[config.mk]
export PLATFORM = sky130hd
export DESIGN_NAME = cmp_timer
export DESIGN_NICKNAME = d
export VERILOG_FILES = /design/src/rtl/cmp_timer_pkg.sv /design/src/rtl/cmp_timer_regs.sv /design/src/rtl/cmp_timer_core.sv /design/src/rtl/cmp_timer_flags.sv /design/src/rtl/cmp_timer.sv
export SDC_FILE = /design/constraint.sdc
export NUM_CORES = 1
export LEC_CHECK = 0
export BUFFER_PORTS_ARGS = -buffer_cell sky130_fd_sc_hd__buf_2
export CORE_ASPECT_RATIO = 1.5
export CORE_UTILIZATION = 30
export DETAILED_ROUTE_END_ITERATION = 8
export PLACE_DENSITY = 0.46
export SLEW_MARGIN = 30
export SYNTH_ARGS = -nofsm -noshare
export SYNTH_HDL_FRONTEND = slang
export SYNTH_SLANG_ARGS = --single-unit
[constraint.sdc]
create_clock -name clk -period 5.86 [get_ports clk]
set_clock_uncertainty 0.05 [all_clocks]
set_input_delay 1.172 -clock clk [delete_from_list [all_inputs] [get_ports clk]]
set_output_delay 1.172 -clock clk [all_outputs]
set_load 0.05 [all_outputs]
[src/rtl/cmp_timer_pkg.sv]
package cmp_timer_pkg;
  localparam int ADR_CTRL   = 0;
  localparam int ADR_CMP_LO = 1;
  localparam int ADR_CMP_HI = 2;
  localparam int ADR_PER    = 3;
  localparam int ADR_FLAGS  = 4;

  localparam int CTL_RUN    = 0;
  localparam int CTL_CLRSEL = 1;
  localparam int CTL_W      = 6;

  localparam int FLG_A      = 0;
  localparam int FLG_P      = 1;
  localparam int FLG_OVF    = 2;
  localparam int N_FLAGS    = 3;
endpackage

[src/rtl/cmp_timer_regs.sv]
module cmp_timer_regs
  import cmp_timer_pkg::*;
#(
  parameter int CNT_W  = 10,
  parameter int PER_W  = 3,
  parameter int DATA_W = 8,
  parameter int ADDR_W = 3
) (
  input  logic                clk,
  input  logic                rst_n,
  input  logic                we,
  input  logic [ADDR_W-1:0]   addr,
  input  logic [DATA_W-1:0]   wdata,
  input  logic [N_FLAGS-1:0]  flags,
  output logic [DATA_W-1:0]   rdata,
  output logic [CTL_W-1:0]    ctrl,
  output logic [CNT_W-1:0]    cmp_a,
  output logic [PER_W-1:0]    per,
  output logic [N_FLAGS-1:0]  flag_clr
);
  localparam int HI_W = CNT_W - DATA_W;

  logic sel_ctrl, sel_lo, sel_hi, sel_per, sel_flg;

  assign sel_ctrl = addr == ADDR_W'(ADR_CTRL);
  assign sel_lo   = addr == ADDR_W'(ADR_CMP_LO);
  assign sel_hi   = addr == ADDR_W'(ADR_CMP_HI);
  assign sel_per  = addr == ADDR_W'(ADR_PER);
  assign sel_flg  = addr == ADDR_W'(ADR_FLAGS);

  always_ff @(posedge clk or negedge rst_n) begin
    if (!rst_n) begin
      ctrl  <= '0;
      cmp_a <= '0;
      per   <= '0;
    end else if (we) begin
      if (sel_ctrl) ctrl <= wdata[CTL_W-1:0];
      if (sel_lo)   cmp_a[DATA_W-1:0] <= wdata;
      if (sel_hi)   cmp_a[CNT_W-1:DATA_W] <= wdata[HI_W-1:0];
      if (sel_per)  per <= wdata[PER_W-1:0];
    end
  end

  assign flag_clr = (we && sel_flg) ? wdata[N_FLAGS-1:0] : '0;

  always_comb begin
    rdata = '0;
    if (sel_ctrl)     rdata = DATA_W'(ctrl);
    else if (sel_lo)  rdata = cmp_a[DATA_W-1:0];
    else if (sel_hi)  rdata = DATA_W'(cmp_a[CNT_W-1:DATA_W]);
    else if (sel_per) rdata = DATA_W'(per);
    else if (sel_flg) rdata = DATA_W'(flags);
  end

  AST_HI_READ_ZERO: assert property (@(posedge clk) disable iff (!rst_n)
    sel_hi |-> (rdata[DATA_W-1:HI_W] == '0));
  AST_PER_READ_ZERO: assert property (@(posedge clk) disable iff (!rst_n)
    sel_per |-> (rdata[DATA_W-1:PER_W] == '0));
endmodule

[src/rtl/cmp_timer_core.sv]
module cmp_timer_core #(
  parameter int CNT_W = 10,
  parameter int PER_W = 3
) (
  input  logic             clk,
  input  logic             rst_n,
  input  logic             tick,
  input  logic             active,
  input  logic             clr_sel,
  input  logic [CNT_W-1:0] cmp_a,
  input  logic [PER_W-1:0] per,
  output logic [CNT_W-1:0] cnt,
  output logic             evt_a,
  output logic             evt_p,
  output logic             evt_ovf
);
  localparam int LOW_W = CNT_W - PER_W;

  function automatic logic [CNT_W-1:0] period_point(input logic [PER_W-1:0] p);
    return {p, {LOW_W{1'b0}}};
  endfunction

  logic hit_a, hit_p, clr_hit, step, wrap;

  assign hit_a   = cnt == cmp_a;
  assign hit_p   = (per != '0) && (cnt == period_point(per));
  assign clr_hit = clr_sel ? hit_a : hit_p;
  assign step    = active && tick;
  assign wrap    = (cnt == {CNT_W{1'b1}}) && !clr_hit;

  assign evt_a   = step && hit_a;
  assign evt_p   = step && hit_p && !clr_sel;
  assign evt_ovf = step && wrap;

  always_ff @(posedge clk or negedge rst_n) begin
    if (!rst_n)          cnt <= '0;
    else if (!active)    cnt <= '0;
    else if (tick)       cnt <= clr_hit ? '0 : cnt + 1'b1;
  end

  AST_HOLD_ZERO: assert property (@(posedge clk) disable iff (!rst_n)
    !active |=> (cnt == '0));
  AST_TICK_GATE: assert property (@(posedge clk) disable iff (!rst_n)
    (active && !tick && $past(active)) |=> $stable(cnt));
  AST_CLEAR_ON_HIT: assert property (@(posedge clk) disable iff (!rst_n)
    (step && clr_hit) |=> (cnt == '0));
  AST_OVF_WRAP: assert property (@(posedge clk) disable iff (!rst_n)
    evt_ovf |=> (cnt == '0));
endmodule

[src/rtl/cmp_timer_flags.sv]
module cmp_timer_flags #(
  parameter int N = 3
) (
  input  logic         clk,
  input  logic         rst_n,
  input  logic [N-1:0] set_i,
  input  logic [N-1:0] clr_i,
  output logic [N-1:0] flag_q
);
  for (genvar k = 0; k < N; k++) begin : g_flag
    always_ff @(posedge clk or negedge rst_n) begin
      if (!rst_n)         flag_q[k] <= 1'b0;
      else if (set_i[k])  flag_q[k] <= 1'b1;
      else if (clr_i[k])  flag_q[k] <= 1'b0;
    end

    AST_SET_WINS: assert property (@(posedge clk) disable iff (!rst_n)
      set_i[k] |=> flag_q[k]);
    AST_CLR_DROPS: assert property (@(posedge clk) disable iff (!rst_n)
      (clr_i[k] && !set_i[k]) |=> !flag_q[k]);
    AST_STICKY: assert property (@(posedge clk) disable iff (!rst_n)
      (flag_q[k] && !clr_i[k]) |=> flag_q[k]);
  end
endmodule

[src/rtl/cmp_timer.sv]
module cmp_timer
  import cmp_timer_pkg::*;
#(
  parameter int CNT_W  = 10,
  parameter int PER_W  = 3,
  parameter int DATA_W = 8,
  parameter int ADDR_W = 3
) (
  input  logic              clk,
  input  logic              rst_n,
  input  logic              tick,
  input  logic              bus_we,
  input  logic [ADDR_W-1:0] bus_addr,
  input  logic [DATA_W-1:0] bus_wdata,
  output logic [DATA_W-1:0] bus_rdata,
  output logic [CNT_W-1:0]  count,
  output logic              flag_a,
  output logic              flag_p,
  output logic              flag_ovf
);
  logic [CTL_W-1:0]   ctrl;
  logic [CNT_W-1:0]   cmp_a;
  logic [PER_W-1:0]   per;
  logic [N_FLAGS-1:0] flag_clr, flag_set, flags;
  logic               active, clr_sel;
  logic               evt_a, evt_p, evt_ovf;

  assign active  = ctrl[CTL_RUN] && (ctrl[3:2] == 2'b00) && (ctrl[5:4] == 2'b00);
  assign clr_sel = ctrl[CTL_CLRSEL];

  cmp_timer_regs #(.CNT_W(CNT_W), .PER_W(PER_W), .DATA_W(DATA_W), .ADDR_W(ADDR_W)) u_regs (
    .clk(clk), .rst_n(rst_n), .we(bus_we), .addr(bus_addr), .wdata(bus_wdata),
    .flags(flags), .rdata(bus_rdata), .ctrl(ctrl), .cmp_a(cmp_a), .per(per),
    .flag_clr(flag_clr)
  );

  cmp_timer_core #(.CNT_W(CNT_W), .PER_W(PER_W)) u_core (
    .clk(clk), .rst_n(rst_n), .tick(tick), .active(active), .clr_sel(clr_sel),
    .cmp_a(cmp_a), .per(per), .cnt(count),
    .evt_a(evt_a), .evt_p(evt_p), .evt_ovf(evt_ovf)
  );

  always_comb begin
    flag_set          = '0;
    flag_set[FLG_A]   = evt_a;
    flag_set[FLG_P]   = evt_p;
    flag_set[FLG_OVF] = evt_ovf;
  end

  cmp_timer_flags #(.N(N_FLAGS)) u_flags (
    .clk(clk), .rst_n(rst_n), .set_i(flag_set), .clr_i(flag_clr), .flag_q(flags)
  );

  assign flag_a   = flags[FLG_A];
  assign flag_p   = flags[FLG_P];
  assign flag_ovf = flags[FLG_OVF];

  AST_NO_P_WHEN_A_CLR: assert property (@(posedge clk) disable iff (!rst_n)
    $rose(flag_p) |-> $past(!clr_sel));
  AST_IDLE_NO_RISE: assert property (@(posedge clk) disable iff (!rst_n)
    !active |=> !$rose(flag_a) && !$rose(flag_p) && !$rose(flag_ovf));
endmodule

Yosys cells after proc, flatten, opt, wreduce, memory -nomap -nowiden:

Cells that the tools add are included.

* add/subtract/negate cells: 1
* multiply operators: 0
* div/mod/pow operators: 0
* $lt $le $gt $ge: 0
* eq/ne operators: 8
* shift-type cells: 0
* multiplexer cells: 16
* bitwise operators: 0
* reductions and logical operators: 23

Operators by type and width (count)
* 8-bit 2-to-1 mux: 4
* 10-bit 2-to-1 mux: 3
* 10-bit == test: 2
* 10-bit by 1-bit adder with 10-bit output (second input constant): 1
* 10-bit == test (second input constant): 1
* 1-bit logical AND: 10
* 2-bit AND reduction: 4
* 1-bit 2-to-1 mux: 7
* 3-bit by 2-bit == test with 1-bit output (second input constant): 2
* 3-bit 2-to-1 mux: 2
* 2-bit nonzero test: 3
* 2-bit logical NOT: 2
* 3-bit by 1-bit == test with 1-bit output (second input constant): 1
* 3-bit == test (second input constant): 1
* 3-bit logical NOT: 1
* 3-bit nonzero test: 1
* 1-bit logical NOT: 2
* 2-bit != test (second input constant): 1

* register bits after elaboration: 32
* latch bits: 0
* RAM bits: 0
* ROM bits: 0
* input port bits: 15
* output and inout bits: 21
* word-level logic and storage cells: 56
* memories: 0

Depth between registers and ports, before layout:

Gate-level depths: netlist (run 1).

* depth after elaboration: 7
* mapped depth: 8
* mapped depth without buffers: 7

Modules after synthesis:

From an unflattened synthesis (run 1), not the netlist that was laid out.

* cells, all modules: 188
* area, all modules: 1980.6 µm²

By module, submodules not included
* cmp_timer_regs: times used 1, cells each 78, area each 1019.7 µm², sequential area each 475.5 µm²
* cmp_timer_core: times used 1, cells each 99, area each 839.6 µm², sequential area each 250.2 µm²
* cmp_timer_flags: times used 1, cells each 9, area each 108.9 µm², sequential area each 75.1 µm²
* cmp_timer: times used 1, cells each 2, area each 12.5 µm², sequential area each 0.0 µm²

Least setup slack after synthesis (run 1):

No wires, ideal clock.

* path kind: input-to-output
* start point: in bus_addr[0]
* end point: out bus_rdata[3]
* data arrival time: 2658 ps
* data required time: 4638 ps
* setup slack: 1980 ps
* stages on the path: 3
* buffers on the path: 1
* cell sequence: buf_1 mux2i_1 nor3_1

* cells in the longest elaborated chain, start to end: 4
* elaborated cells on any way between the ends: 6
* classes of those cells: 2 x eq/ne; 3 x mux; 1 x reduce/logical

Ends and longest elaborated chain
* start, declared: RTL line cmp_timer.sv:13 `input logic [ADDR_W-1:0] bus_addr,`
* 3-bit by 2-bit == test with 1-bit output: RTL line cmp_timer_regs.sv:27 `assign sel_hi = addr == ADDR_W'(ADR_CMP_HI);`
* 8-bit 2-to-1 mux: RTL line cmp_timer_regs.sv:50 `else if (sel_hi) rdata = DATA_W'(cmp_a[CNT_W-1:DATA_W]);`
* 8-bit 2-to-1 mux: RTL line cmp_timer_regs.sv:49 `else if (sel_lo) rdata = cmp_a[DATA_W-1:0];`
* 8-bit 2-to-1 mux (*): RTL line cmp_timer_regs.sv:48 `if (sel_ctrl) rdata = DATA_W'(ctrl);`
* end, declared: RTL line cmp_timer.sv:15 `output logic [DATA_W-1:0] bus_rdata,`

Every way passes the cells marked *; elsewhere a longest branch is shown, timed or not.

Worst setup path in the final report (run 1):

* start point: in bus_addr[1]
* end point: out bus_rdata[0]

* cells in the longest elaborated chain, start to end: 6
* elaborated cells on any way between the ends: 10
* classes of those cells: 4 x eq/ne; 5 x mux; 1 x reduce/logical

Ends and longest elaborated chain
* 3-bit == test: RTL line cmp_timer_regs.sv:29 `assign sel_flg = addr == ADDR_W'(ADR_FLAGS);`
* 3-bit 2-to-1 mux: RTL line cmp_timer_regs.sv:52 `else if (sel_flg) rdata = DATA_W'(flags);`
* 8-bit 2-to-1 mux: RTL line cmp_timer_regs.sv:51 `else if (sel_per) rdata = DATA_W'(per);`
* 8-bit 2-to-1 mux: RTL line cmp_timer_regs.sv:50
* 8-bit 2-to-1 mux: RTL line cmp_timer_regs.sv:49
* 8-bit 2-to-1 mux (*): RTL line cmp_timer_regs.sv:48

Marked as above.

==> impl_metrics.py, run 1 <==
metrics = {
    "clocking": {
        "cts_sinks": 32,
        "cts_post_setup_buffers_inserted": 0,
        "cts_tree": "built",
        "clk_pin_slew_ns": 0.07,
        "cts-root-buf": "clkbuf_8",
        "clockBufferDepth": 2,
        "ctsHoldBuffers": 0,
        "htree_levels": 2,
        "numCtsBuffers": 5,
        "cts_resized": 0,
        "clock_latency_ns": 0.29,
    },
    "placed_design": {
        "gp_congestion": 0.785,
        "io_buffers": 35,
        "place_ws_ns": 2.39,
        "dp_hpwl_mm": 3.60,
    },
    "layout": {
        "final_nets": 232,
        "drive_above_1_share": 0.241,
        "synthToLayoutAreaGrowth_pct": 17.2,
        "fillers": 628,
        "multiInputGateArea_um2": 1020,
        "register_area_um2": 801,
        "n_antenna_cell": 0,
    },
    "synthesis": {
        "ys_seq_elements": 32,
        "synth_fp_nets": 200,
        "yosysUniqueCellTypes": 38,
        "syn_inst": 183,
        "synth_ff_type": "dfrtp_1",
        "async_flop_share": 1.00,
        "synthesis.area_um2": 1870,
        "ys_warn_count": 0,
        "avgSynthCellArea_um2": 10.2,
        "synth-edff-count": 0,
        "yosysSeqAreaShare": 0.428,
    },
    "sta": {
        "period_minus_slack_ns": 3.49,
        "period_share": 0.595,
        "tightest_slew_ns": 0.746,
        "slew_headroom": 0.503,
        "fmax_mhz": 287,
        "layout_setup_ws_ns": 2.37,
        "slew_viol_final": 0,
        "hold_viol_final": 0,
        "tns_ns": 0,
        "setup_viol": 0,
        "rsz0062_at_grt": "no",
    },
    "detailed_routing": {
        "ant_nets": 0,
        "vias": 1484,
        "vias_per_cell": 5.15,
        "drtPass1Iterations": 4,
        "remaining_drc_errors": 0,
        "drt_iter0_markers": 76,
        "wl_per_cell_um": 16.7,
        "wirelength_mm": 4.81,
    },
    "run_status": {
        "status": "finished, final reports clean",
    },
    "grt": {
        "antenna_found_initial": 0,
        "grt_usage": 0.167,
        "overflow": 0,
        "grt_pass1_wl_mm": 8.12,
        "first_global_vias": 1508,
        "grt_max_degree": 33,
    },
    "worst_hold_path": {
        "holdPathEnd": "u_flags.flag_q[0]",
        "hold_depth": 2,
        "hp-start": "u_flags.flag_q[0]",
        "min_path_type": "register to register",
    },
    "critical_path": {
        "crit_path_end_kind": "primary output",
        "start_kind": "input pin",
        "worstPathRequired_ns": 4.64,
        "r2r_slack_ns": 3.54,
        "path_class": "input pin to primary output",
        "r2r-start": "u_regs.ctrl[2]",
        "critPathMaxFanout": 12,
        "r2r_end": "u_core.cnt[0]",
        "cp.arrival_ns": 2.27,
        "r2r_cells": 5,
    },
    "power_and_ir_drop": {
        "power.density_nw_per_um2": 274,
        "p_leak_nw": 1.05,
        "ir_drop_v": 0.000138,
    },
    "die": {
        "design.die.area_um2": 6560,
        "num_rows": 34,
        "start_util": 0.316,
        "io_pins": 36,
        "core_um2": 5910,
        "die_y_um": 98.7,
        "die_w_um": 66.5,
    },
    "flow_run": {
        "drv_cap": 0,
    },
}
==> cells in the mapped netlist (2+ instances only) <==
library cell,count,share of area
dfrtp_1,32,0.43
mux2_1,19,0.11
nor2_1,16,0.032
nand2_1,15,0.030
xor2_1,11,0.052
nand3_1,9,0.024
clkbuf_1,8,0.016
a221o_1,6,0.032
nor3_1,6,0.016
o21ai_1,6,0.016
inv_1,5,0.010
mux2i_1,5,0.027
and3_1,4,0.013
and4_1,4,0.019
a21oi_1,3,0.0080
a22o_1,3,0.014
nand4_1,3,0.010
and2_1,2,0.0067
ha_1,2,0.013
nor2b_1,2,0.0067
nor4_2,2,0.013
nor4b_1,2,0.0094
or3_1,2,0.0067
xnor2_1,2,0.0094
==> sequential cells by signal, summed over array words and instances (netlist names) <==
signal,count
u_regs.ctrl,6
u_core.cnt,10
u_regs.per,3
u_regs.cmp_a,10
u_flags.flag_q,3
==> routing by layer <==
layer / track usage / up-vias / wire length (um)
li1: - / 724 / -
met1: 0.220 / 714 / 2150
met3: 0.0324 / 8 / 179
met5: 0 / - / 0
met4: 0.0507 / 0 / 89
met2: 0.272 / 38 / 2390
==> layout make-up <==
cell class | count | share of cell area
repair buffers | 35 | 0.0800
clock inverters | 3 | 0.00857
flip-flops and latches | 32 | 0.366
clock buffers | 5 | 0.0314
inverters | 5 | 0.00857
well taps | 72 | 0.0411
multi-input cells | 136 | 0.465
==> worst max-delay path by stage <==
stage	start	end	slack, ns	depth (start not counted)
2_1_floorplan	bus_addr[0]	bus_rdata[3]	1.98	3
3_3_place_gp	bus_addr[1]	bus_rdata[0]	2.41	5
3_5_place_dp	bus_addr[1]	bus_rdata[0]	2.39	5
4_1_cts	bus_addr[1]	bus_rdata[0]	2.40	5
5_1_grt	bus_addr[1]	bus_rdata[0]	2.30	5
6_report	bus_addr[1]	bus_rdata[0]	2.37	5
==> critical path, cell delays in order <==
cell	delay (ns)
buf_2	0.23
mux4_2	0.52
inv_1	0.07
o21ai_1	0.05
buf_2	0.21
==> cell families (layout without fill, tap and decap cells) <==
family                   Yosys count  count (layout)  share of synthesized area
AND/OR/NAND/NOR                   73              73                      0.220
flip-flops                        32              32                      0.428
multiplexers                      26              26                      0.159
AO/OA/AOI/OAI                     22              22                     0.0857
buffers and inverters             15              48                     0.0321
XOR/XNOR                          13              13                     0.0609
adder cells (fa/ha/maj)            2               2                     0.0134
==> cell usage in the layout (no fill, tap or decap), types with 2 or more instances in the layout <==
master and n:
nor4b_1 2, o21ai_1 6, and4_1 4, a22o_1 3
nand2_1 15, nor3_2 2, clkbuf_8 5, nor4_2 2
mux2_1 19, and2_1 2, or3_1 2, nor2_1 16
xnor2_1 2, clkinv_2 2, nand4_1 3, inv_1 5
ha_1 2, and3_1 4, mux2i_1 5, xor2_1 11
a221o_1 6, buf_2 35, dfrtp_1 32, nor3_1 4
a21oi_1 3, nand3_1 9, nor2b_1 2
==> report_power, final <==
part	internal, mW	switching, mW
logic	0.0533	0.0811
registers	0.253	0.0383
clock network	0.0828	0.0913
total	0.389	0.211
==> metrics by stage <==
step	cell area (um^2)	utilization	hold slack, ns	total power, mW	std cells
floorplan	1870	-	0.418	0.383	183
global placement	2090	0.354	0.451	0.430	280
detailed placement	2100	0.355	0.449	0.432	280
CTS	2190	0.370	0.472	0.608	288
global route	2190	0.371	0.497	0.634	288
finish	2190	0.371	0.467	0.599	288
(Power assumes the default switching activity.)
==> inputs of run 2 (changes only) <==
==> constraint.sdc (replaced) <==
create_clock -name clk -period 3.55 [get_ports clk]
set_clock_uncertainty 0.05 [all_clocks]
set_input_delay 0.71 -clock clk [delete_from_list [all_inputs] [get_ports clk]]
set_output_delay 0.71 -clock clk [all_outputs]
set_load 0.05 [all_outputs]
==> impl_metrics.py, run 2 (synthesis gave the netlist of run 1 again) <==
metrics = {
    "run_status": {
        "status": "finished, final reports clean",
    },
    "clocking": {
        "clockBufferDepth": 2,
        "cts-root-buf": "clkbuf_8",
        "ctsHoldBuffers": 0,
        "cts_resized": 0,
        "numCtsBuffers": 5,
        "cts_sinks": 32,
        "cts_post_setup_buffers_inserted": 0,
        "cts_tree": "built",
        "clk_pin_slew_ns": 0.07,
        "htree_levels": 2,
        "clock_latency_ns": 0.29,
    },
    "die": {
        "io_pins": 36,
        "core_um2": 5910,
        "num_rows": 34,
        "die_w_um": 66.5,
        "design.die.area_um2": 6560,
        "die_y_um": 98.7,
        "start_util": 0.316,
    },
    "sta": {
        "hold_viol_final": 0,
        "fmax_mhz": 393,
        "rsz0062_at_grt": "no",
        "slew_viol_final": 0,
        "period_minus_slack_ns": 2.55,
        "slew_headroom": 0.499,
        "period_share": 0.718,
        "tns_ns": 0,
        "setup_viol": 0,
        "tightest_slew_ns": 0.751,
        "hold_slack_ns": 0.434,
    },
    "grt": {
        "grt_max_degree": 33,
        "grt_pass1_wl_mm": 8.00,
        "overflow": 0,
        "grt_usage": 0.165,
        "first_global_vias": 1503,
        "antenna_found_initial": 0,
    },
    "detailed_routing": {
        "remaining_drc_errors": 0,
        "vias_per_cell": 5.11,
        "wirelength_mm": 4.79,
        "drtPass1Iterations": 4,
        "ant_nets": 0,
        "wl_per_cell_um": 16.5,
        "drt_iter0_markers": 78,
        "vias": 1482,
    },
    "placed_design": {
        "placed_cell_area_um2": 2110,
        "gp_congestion": 0.772,
        "io_buffers": 35,
        "placed_cells": 282,
        "dp_hpwl_mm": 3.63,
    },
    "critical_path": {
        "cp_cell_sequence": "buf_2, mux4_2, inv_1, o21ai_1, buf_2",
        "worstPathRequired_ns": 2.79,
        "path_class": "input pin to primary output",
        "crit_path_end_kind": "primary output",
        "crit_start": "bus_addr[1]",
        "r2r-start": "u_regs.ctrl[2]",
        "worst-path-buf-inv": 3,
        "slowest_delay_ns": 0.53,
        "cp_top_family": "multiplexers",
        "critPathMaxFanout": 12,
        "worst_path_most_repeated_cell": "buf_2",
        "crit_slowest_cell": "mux4_2",
        "cp.arrival_ns": 1.79,
        "start_kind": "input pin",
    },
    "layout": {
        "multiInputGateArea_um2": 1010,
        "instances_no_fill": 290,
        "top_regs": "u_core.cnt x10, u_regs.cmp_a x10, u_regs.ctrl x6",
        "final_cell_mix": "buf_2 (35), dfrtp_1 (32), mux2_1 (19)",
        "drive_above_1_share": 0.239,
        "final_nets": 234,
        "synthToLayoutAreaGrowth_pct": 17.5,
        "layout_commonest_cell": "buf_2",
        "register_area_um2": 801,
        "design_area_um2": 2200,
        "n_antenna_cell": 0,
        "fillers": 631,
    },
    "flow_run": {
        "drv_cap": 0,
    },
    "power_and_ir_drop": {
        "ir_drop_v": 0.000273,
        "power.density_nw_per_um2": 450,
        "p_leak_nw": 1.06,
    },
    "worst_hold_path": {
        "min_path_type": "input pin to asynchronous set/reset pin",
    },
}
-- run 2: changes by cell type in the layout (fill, tap and decap cells not counted) --
cell,change
buf_4,+2
nor3_1,+2
nor3_2,-2
-- run 2: path summary, 6_finish.rpt --
check	to	slack, ns	cells past startpoint
setup / recovery	bus_rdata[0]	1.00	5
hold / removal	u_core.cnt[5]	0.43	1
setup reg to reg	u_core.cnt[0]	1.23	5
hold reg to reg	u_flags.flag_q[0]	0.48	2
max in group asynchronous	u_flags.flag_q[2]	2.53	1
min in group clk	u_flags.flag_q[0]	0.48	2
-- run 2: area by class of cell --
cell class / count / share of cell area
timing repair buffer: 37 / 0.0866
clock inverter: 3 / 0.00855
clock buffer: 5 / 0.0313
tap: 72 / 0.0410
inverter: 5 / 0.00855
multi-input combinational: 136 / 0.459
sequential: 32 / 0.365
-- run 2: metrics by stage --
| step | power [mW] | util | setup slack (ns) |
|---|---|---|---|
| 2_1_floorplan | 0.632 | - | 0.594 |
| 3_3_place_gp | 0.712 | 0.357 | 1.03 |
| 3_5_place_dp | 0.714 | 0.357 | 1.02 |
| 4_1_cts | 1.00 | 0.371 | 1.01 |
| 5_1_grt | 1.04 | 0.371 | 0.941 |
| 6_report | 0.988 | 0.371 | 1.00 |
-- run 2: report_power, final --
part           internal (mW)  switching, mW
registers              0.417         0.0616
logic                 0.0888          0.133
clock network          0.137          0.151
total                  0.642          0.345
-- run 2: per-layer routing --
layer,up-vias,wire (um),GRT usage
met5,-,0,0
met3,5,171,0.0289
met2,39,2470,0.284
met4,0,70,0.0491
met1,711,2080,0.207
li1,727,-,-
-- run 2: worst register-to-register path, delay by kind of cell (launching register included) --
family / cells / cell delay, ns
AOI/OAI and AO/OA: 1 / 0.25
DFF: 1 / 0.41
muxes: 1 / 0.23
and+or+nand+nor: 3 / 1.32
==> inputs of run 3 (changes only) <==
--- a/config.mk
+++ b/config.mk
@@ -9,7 +9,7 @@
 export CORE_ASPECT_RATIO = 1.5
 export CORE_UTILIZATION = 30
 export DETAILED_ROUTE_END_ITERATION = 8
-export PLACE_DENSITY = 0.46
+export PLACE_DENSITY = 0.47
 export SLEW_MARGIN = 30
 export SYNTH_ARGS = -nofsm -noshare
 export SYNTH_HDL_FRONTEND = slang
==> constraint.sdc (replaced) <==
create_clock -name clk -period 2.2 [get_ports clk]
set_clock_uncertainty 0.05 [all_clocks]
set_input_delay 0.44 -clock clk [delete_from_list [all_inputs] [get_ports clk]]
set_output_delay 0.44 -clock clk [all_outputs]
set_load 0.05 [all_outputs]
==> impl_metrics.py, run 3 (synthesis gave the netlist of run 1 again) <==
metrics = {
    "critical_path": {
        "crit_path_end_kind": "register",
        "cp_cell_sequence": "or4b_4, nor3b_4, o31a_2, or3b_1, mux2i_1",
        "cp_top_family": "simple AND/OR/NAND/NOR gates",
        "worst-path-buf-inv": 0,
        "r2r_cells": 5,
        "r2r_end": "u_core.cnt[9]",
        "cp.arrival_ns": 2.23,
        "path_class": "register to register",
        "start_kind": "register",
        "critPathMaxFanout": 5,
        "worstPathRequired_ns": 2.36,
        "crit_start": "u_regs.ctrl[2]",
        "r2r_slack_ns": 0.14,
        "crit_slowest_cell": "or4b_4",
        "r2r-start": "u_regs.ctrl[2]",
        "slowest_delay_ns": 0.58,
    },
    "clocking": {
        "ctsHoldBuffers": 0,
        "clk_pin_slew_ns": 0.08,
        "cts_resized": 0,
        "clock_latency_ns": 0.29,
        "clockBufferDepth": 2,
        "cts_sinks": 32,
        "numCtsBuffers": 5,
        "htree_levels": 2,
        "cts-root-buf": "clkbuf_8",
        "cts_post_setup_buffers_inserted": 0,
        "cts_tree": "built",
    },
    "sta": {
        "layout_setup_ws_ns": 0.136,
        "rsz0062_at_grt": "no",
        "slew_headroom": 0.502,
        "setup_viol": 0,
        "tns_ns": 0,
        "hold_viol_final": 0,
        "period_minus_slack_ns": 2.06,
        "tightest_slew_ns": 0.747,
        "period_share": 0.938,
        "slew_viol_final": 0,
        "fmax_mhz": 485,
    },
    "power_and_ir_drop": {
        "switching_share": 0.332,
        "ir_drop_v": 0.000297,
        "switchingPower_mw": 0.581,
        "power_mw": 1.75,
        "p_leak_nw": 1.13,
        "power_frac_clock": 0.341,
        "power.density_nw_per_um2": 743,
        "combPwrFrac": 0.218,
        "cellInternalPower_mw": 1.17,
        "pwr-share-seq": 0.441,
    },
    "detailed_routing": {
        "wl_per_cell_um": 16.6,
        "drt_iter0_markers": 137,
        "ant_nets": 0,
        "vias_per_cell": 5.12,
        "remaining_drc_errors": 0,
        "wirelength_mm": 5.02,
        "vias": 1551,
        "drtPass1Iterations": 6,
    },
    "layout": {
        "fin_util": 0.398,
        "top_regs": "u_core.cnt x10, u_regs.cmp_a x10, u_regs.ctrl x6",
        "layout_commonest_cell": "buf_2",
        "final_cell_mix": "buf_2 (35), dfrtp_1 (26), mux2_1 (19)",
        "final_nets": 247,
        "n_antenna_cell": 0,
        "drive_above_1_share": 0.333,
        "synthToLayoutAreaGrowth_pct": 25.8,
        "design_area_um2": 2350,
    },
    "placed_design": {
        "place_ws_ns": 0.0399,
        "gp_congestion": 0.795,
        "io_buffers": 35,
        "dp_hpwl_mm": 3.83,
        "placed_cell_area_um2": 2240,
    },
    "flow_run": {
        "drv_cap": 0,
    },
    "die": {
        "num_rows": 34,
        "start_util": 0.316,
        "core_um2": 5910,
        "io_pins": 36,
        "design.die.area_um2": 6560,
        "die_y_um": 98.7,
        "die_w_um": 66.5,
    },
    "grt": {
        "grt_usage": 0.174,
        "grt_pass1_wl_mm": 8.45,
        "antenna_found_initial": 0,
        "grt_max_degree": 33,
        "first_global_vias": 1604,
        "overflow": 0,
    },
    "run_status": {
        "status": "finished, final reports clean",
    },
    "worst_hold_path": {
        "min_path_type": "input pin to asynchronous set/reset pin",
    },
}
-- run 3: how the worst max path moves through the flow --
stage	endpoint	slack, ns	cells after the start
2_1_floorplan	bus_rdata[2]	-0.03	5
3_3_place_gp	u_flags.flag_q[2]	0.03	5
3_5_place_dp	u_flags.flag_q[2]	0.04	5
4_1_cts	u_flags.flag_q[2]	0.004	5
5_1_grt	u_core.cnt[2]	0.08	7
6_report	u_core.cnt[9]	0.14	5
-- run 3: power by group through the flow --
stage | clock network (mW) | logic [mW] | registers (mW)
finish | 0.596 | 0.381 | 0.771
global route | 0.642 | 0.419 | 0.786
global placement | 0 | 0.381 | 0.786
detailed placement | 0 | 0.383 | 0.784
CTS | 0.613 | 0.386 | 0.773
floorplan | 0 | 0.257 | 0.771
-- run 3: final cells by class --
class                   count  area [um^2]
multi-input cells         136         1030
repair buffers             50          288
well taps                  72         90.1
clock inverters             3         46.3
flip-flops and latches     32          808
inverters                   5         18.8
clock buffers               5         68.8
fillers                   579         3560
-- run 3: per-layer routing --
metal / GRT usage / vias up / part of all wire
met4: 0.0736 / 0 / 0.024
met5: 0 / - / 0
li1: - / 749 / -
met1: 0.221 / 754 / 0.44
met2: 0.286 / 40 / 0.51
met3: 0.0278 / 8 / 0.034
-- run 3: per-stage QoR --
step / hold slack (ns) / instances
floorplan: 0.0944 / 183
global placement: 0.431 / 295
detailed placement: 0.436 / 295
CTS: 0.173 / 303
global route: 0.213 / 303
finish: 0.153 / 303
-- run 3: worst reg2reg max path: cells and delay by family, from the launching register on --
kind	cells	cell delay, ns
and+or+nand+nor	3	1.18
DFF	1	0.42
AOI/OAI and AO/OA	1	0.21
muxes	1	0.13
